==> src/rtl/fence_irq_pkg.sv <==
package fence_irq_pkg;

    localparam int FLAG_W    = 3;
    localparam int FLAG_ANY  = 0;
    localparam int FLAG_PROG = 1;
    localparam int FLAG_GOAL = 2;

    localparam int RA_MASK   = 'h0;
    localparam int RA_GOAL   = 'h1;
    localparam int RA_LAST   = 'h2;
    localparam int RA_STATUS = 'h8;

    typedef logic [FLAG_W-1:0] flag_vec_t;

    typedef struct packed {
        logic mask_we;
        logic goal_we;
        logic status_we;
    } host_wr_t;

    function automatic host_wr_t decode_write(logic wr, int unsigned addr);
        host_wr_t d;
        d.mask_we   = wr && (addr == RA_MASK);
        d.goal_we   = wr && (addr == RA_GOAL);
        d.status_we = wr && (addr == RA_STATUS);
        return d;
    endfunction

endpackage

==> src/rtl/fence_tracker.sv <==
module fence_tracker #(
    parameter int FENCE_W = 32
) (
    input  logic               clk,
    input  logic               rst,
    input  logic               fence_valid,
    input  logic [FENCE_W-1:0] fence_value,
    input  logic               goal_we,
    input  logic [FENCE_W-1:0] goal_wdata,
    output logic [FENCE_W-1:0] last_q,
    output logic [FENCE_W-1:0] goal_q,
    output logic               goal_match
);

    always_ff @(posedge clk) begin
        if (rst) begin
            last_q <= '0;
            goal_q <= '0;
        end else begin
            if (fence_valid) last_q <= fence_value;
            if (goal_we)     goal_q <= goal_wdata;
        end
    end

    // match uses the goal as held before this cycle's write
    assign goal_match = fence_valid && (fence_value == goal_q);

endmodule

==> src/rtl/irq_flag_bank.sv <==
module irq_flag_bank
    import fence_irq_pkg::*;
(
    input  logic      clk,
    input  logic      rst,
    input  flag_vec_t set_vec,
    input  flag_vec_t clr_vec,
    input  logic      mask_we,
    input  flag_vec_t mask_wdata,
    output flag_vec_t status_q,
    output flag_vec_t mask_q
);

    for (genvar b = 0; b < FLAG_W; b++) begin : g_flag
        always_ff @(posedge clk) begin
            if (rst)               status_q[b] <= 1'b0;
            else if (set_vec[b])   status_q[b] <= 1'b1;
            else if (clr_vec[b])   status_q[b] <= 1'b0;
        end
    end

    always_ff @(posedge clk) begin
        if (rst)          mask_q <= '0;
        else if (mask_we) mask_q <= mask_wdata;
    end

endmodule

==> src/rtl/irq_drive.sv <==
module irq_drive
    import fence_irq_pkg::*;
(
    input  logic      clk,
    input  logic      rst,
    input  flag_vec_t status_q,
    input  flag_vec_t mask_q,
    output logic      irq
);

    always_ff @(posedge clk) begin
        if (rst) irq <= 1'b0;
        else     irq <= |(status_q & mask_q);
    end

endmodule

==> src/rtl/fence_irq_unit.sv <==
module fence_irq_unit
    import fence_irq_pkg::*;
#(
    parameter int FENCE_W = 32,
    parameter int ADDR_W  = 4
) (
    input  logic               clk,
    input  logic               rst,
    input  logic               fence_valid,
    input  logic [FENCE_W-1:0] fence_value,
    input  logic               progress_pulse,
    input  logic               host_wr,
    input  logic [ADDR_W-1:0]  host_addr,
    input  logic [FENCE_W-1:0] host_wdata,
    output logic [FENCE_W-1:0] host_rdata,
    output logic               irq
);

    localparam int PAD_W = FENCE_W - FLAG_W;

    host_wr_t           wdec;
    logic [FENCE_W-1:0] last_q;
    logic [FENCE_W-1:0] goal_q;
    logic               goal_match;
    flag_vec_t          status_q;
    flag_vec_t          mask_q;
    flag_vec_t          set_vec;
    flag_vec_t          clr_vec;

    assign wdec = decode_write(host_wr, int'(host_addr));

    fence_tracker #(.FENCE_W(FENCE_W)) trk_i (
        .clk        (clk),
        .rst        (rst),
        .fence_valid(fence_valid),
        .fence_value(fence_value),
        .goal_we    (wdec.goal_we),
        .goal_wdata (host_wdata),
        .last_q     (last_q),
        .goal_q     (goal_q),
        .goal_match (goal_match)
    );

    always_comb begin
        set_vec            = '0;
        set_vec[FLAG_ANY]  = fence_valid;
        set_vec[FLAG_PROG] = progress_pulse;
        set_vec[FLAG_GOAL] = goal_match && mask_q[FLAG_GOAL];
        clr_vec            = wdec.status_we ? host_wdata[FLAG_W-1:0] : '0;
    end

    irq_flag_bank flg_i (
        .clk       (clk),
        .rst       (rst),
        .set_vec   (set_vec),
        .clr_vec   (clr_vec),
        .mask_we   (wdec.mask_we),
        .mask_wdata(host_wdata[FLAG_W-1:0]),
        .status_q  (status_q),
        .mask_q    (mask_q)
    );

    irq_drive drv_i (
        .clk     (clk),
        .rst     (rst),
        .status_q(status_q),
        .mask_q  (mask_q),
        .irq     (irq)
    );

    always_comb begin
        if (host_addr == ADDR_W'(RA_MASK))
            host_rdata = {{PAD_W{1'b0}}, mask_q};
        else if (host_addr == ADDR_W'(RA_GOAL))
            host_rdata = goal_q;
        else if (host_addr == ADDR_W'(RA_LAST))
            host_rdata = last_q;
        else if (host_addr == ADDR_W'(RA_STATUS))
            host_rdata = {{PAD_W{1'b0}}, status_q};
        else
            host_rdata = '0;
    end

endmodule

==> config.mk <==
export PLATFORM = sky130hd
export DESIGN_NAME = fence_irq_unit
export DESIGN_NICKNAME = d
export VERILOG_FILES = /design/src/rtl/fence_irq_pkg.sv /design/src/rtl/fence_tracker.sv /design/src/rtl/irq_flag_bank.sv /design/src/rtl/irq_drive.sv /design/src/rtl/fence_irq_unit.sv
export SDC_FILE = /design/constraint.sdc
export NUM_CORES = 1
export LEC_CHECK = 0
export BUFFER_PORTS_ARGS = -buffer_cell sky130_fd_sc_hd__buf_2
export CAP_MARGIN = 5
export CORE_MARGIN = 2
export CORE_UTILIZATION = 45
export CTS_BUF_LIST = sky130_fd_sc_hd__clkbuf_16
export CTS_CLUSTER_SIZE = 24
export DETAILED_ROUTE_END_ITERATION = 12
export GPL_ROUTABILITY_DRIVEN = 0
export PLACE_DENSITY = 0.72
export SYNTH_ARGS = -nofsm -noshare
export SYNTH_HDL_FRONTEND = slang
export SYNTH_SLANG_ARGS = --single-unit
export TNS_END_PERCENT = 20
==> constraint.sdc <==
create_clock -name clk -period 3.1 [get_ports clk]
set_input_delay 0.62 -clock clk [delete_from_list [all_inputs] [get_ports clk]]
set_output_delay 0.62 -clock clk [all_outputs]
set_load 0.02 [all_outputs]
==> impl_metrics.json <==
{
  "die_y_um": 88.5,
  "rr_endpoint": "flg_i.status_q[2]$_SDFFE_PP0P_",
  "seq_area_frac_synth_pct": 44.2,
  "io_pins": 106,
  "arrival_ns": 1.95,
  "rsz0062_at_grt": "false",
  "start_kind": "input pin",
  "status": "completed",
  "synth_largest_area_cell": "dfxtp_1",
  "holdWs_ns": 0.480,
  "use_met3_pct": 5.78,
  "placed_cell_area_um2": 3810,
  "cp_data_required_time_ns": 2.48,
  "ir_drop_v": 0.000365,
  "fill_cells": 639,
  "regToRegStartpoint": "trk_i.goal_q[4]$_SDFFE_PP0P_",
  "drive_above_1_share_pct": 27.4,
  "hpwl_um": 6200,
  "drc": 0,
  "fp-row-count": 30,
  "power_mw": 2.33,
  "vias_per_cell": 5.31,
  "r2r_cells": 5,
  "timing.final.crit_share_pct": 82.8,
  "clock_skew_ns": 0.00328,
  "die_w_um": 88.5,
  "path_max_fanout": 32,
  "areaGrowthSynthToFinish_pct": 29.1,
  "grt_use_met2_pct": 37.5,
  "clock-sinks": 71,
  "tritoncts": "yes",
  "slew_headroom_pct": 44.5,
  "fin_util_pct": 60.4,
  "synth_ff_type": "dfxtp_1",
  "cts_setup_buffers": 0,
  "slew_violations": 0,
  "netlist_top_cells_count": "nand2_1, dfxtp_1, a21oi_1",
  "grt_max_degree": 46,
  "finalSetupViolations": 0,
  "cts_max_path_buffers": 2,
  "io_buffers": 105,
  "grt_first_pass_wirelength_um": 13700,
  "final.setup.tns_ns": 0,
  "synth_edf_count": 0,
  "cellLeakagePower_nw": 1.82,
  "holdPathStages": 2,
  "cts_hold_buf": 0,
  "finalNetCount": 539,
  "yosysWarnings": 0,
  "yosysTopAreaCellShare_pct": 44.2,
  "min_from": "trk_i.goal_q[19]$_SDFFE_PP0P_",
  "n_antenna_cell": 0,
  "dr.pass1.iters": 5,
  "worst_slew_pin_slew_ns": 0.833,
  "gr-total-overflow": 0,
  "hp-class": "flop to flop",
  "wirelength_um": 8730,
  "netlist_area_um2": 3210,
  "crit_type": "input pin to primary output",
  "use_met1_pct": 29.1,
  "drtAntennaViolNets": 0,
  "synthTopCellsByArea": "dfxtp_1, mux2i_1, nand2_1",
  "ff2ff_setup_slack_ns": 1.71,
  "min_to": "trk_i.goal_q[19]$_SDFFE_PP0P_",
  "min_period_ns": 2.57,
  "cts_resized": 0,
  "final_hold_viol_count": 0,
  "grt_usage_pct": 23.0,
  "syn-num-nets": 441,
  "clock_latency_ns": 0.33,
  "wl_per_cell_um": 15.4,
  "vias": 3009,
  "p_per_area_nw_per_um2": 562,
  "core-area_um2": 6870,
  "antenna_found_initial": 0,
  "synth.most_common_cell": "nand2_1",
  "synth_cell_type_count": 23,
  "start_util_pct": 46.8,
  "drtIter0Drc": 201,
  "stdcell_area_um2": 4150,
  "die_area_um2": 7830,
  "grt_busiest_layer": "met2",
  "crit_path_end_kind": "primary output",
  "cts_made_buffers": 9,
  "netlist_instances": 368,
  "fmax_ghz": 0.390,
  "grt_pass1_vias": 2852,
  "maxCapViolations": 0,
  "async_reset_ff_share_pct": 0,
  "synth-seq-cells": 71,
  "avgSynthCellArea_um2": 8.73,
  "clockRootBuffer": "clkbuf_16",
  "clk_pin_slew_ns": 0.05,
  "htreeDepth": 3
}
sequential cells by signal, indices dropped and copies added, names as in the netlist:
| register | cells |
|---|---|
| flg_i.status_q | 3 |
| trk_i.last_q | 32 |
| flg_i.mask_q | 3 |
| trk_i.goal_q | 32 |
| drv_i.irq | 1 |
cells by family after synthesis:
family | synth area share [%]
flip-flops | 44.2
multiplexers | 9.97
AND/OR/NAND/NOR | 17.9
buffers and inverters | 3.70
XOR/XNOR | 8.72
AO/OA/AOI/OAI | 15.5
metrics by stage:
step                      worst slack, ns  std cells
after floorplan                     0.668        368
after global placement              0.592        551
after detailed placement            0.537        551
after CTS                           0.528        567
after global routing                0.402        567
final                               0.534        567
cells in the final DEF (no fill, tap or decap), drive strengths merged:
cell type and n:
xnor2 23, inv 1, buf 113, clkinv 4
nand3 4, mux2i 32, a22o 29, or4 1
nor4b 3, and2 2, a21oi 40, dfxtp 71
xor2 9, nor4 4, bufinv 3, nand2 73
nand4 6, nand3b 1, a222oi 4, o21ai 1
nor2 38, clkbuf 9
critical path: stages:
cell      delay, ns
buf_2          0.13
nor4b_4        0.27
buf_4          0.38
a222oi_1       0.18
a21oi_1        0.18
buf_2          0.18
report_power, final:
group	leakage, nW	switching (mW)	internal, mW
combinational	1.08	0.113	0.0926
sequential	0.580	0.0201	0.945
clock	0.164	0.381	0.780
total	1.82	0.514	1.82
layer usage:
layer / wire (um) / vias to the layer above
met5: 0 / -
met4: 148 / 0
met3: 658 / 14
met2: 4140 / 116
met1: 3780 / 1414
li1: - / 1465
area by class of cell:
cell class	instances	area, um^2	share of cell area (%)
Clock buffer	9	225	5.43
Clock inverter	7	111	2.68
Inverter	1	3.75	0.0904
Multi-Input combinational cell	270	1680	40.5
Sequential cell	71	1420	34.2
Tap cell	96	120	2.89
Timing Repair Buffer	113	586	14.1
worst max path at each step:
stage                  from            end  slack [ns]  cells after the start
6_report       host_addr[0]  host_rdata[2]        0.53                      6
5_1_grt        host_addr[1]  host_rdata[2]        0.40                      5
4_1_cts        host_addr[0]  host_rdata[2]        0.53                      6
3_5_place_dp   host_addr[0]  host_rdata[2]        0.54                      6
3_3_place_gp   host_addr[0]  host_rdata[0]        0.59                      6
2_1_floorplan  host_addr[1]  host_rdata[2]        0.67                      4
No activity file was read; power rests on OpenSTA's default activity.
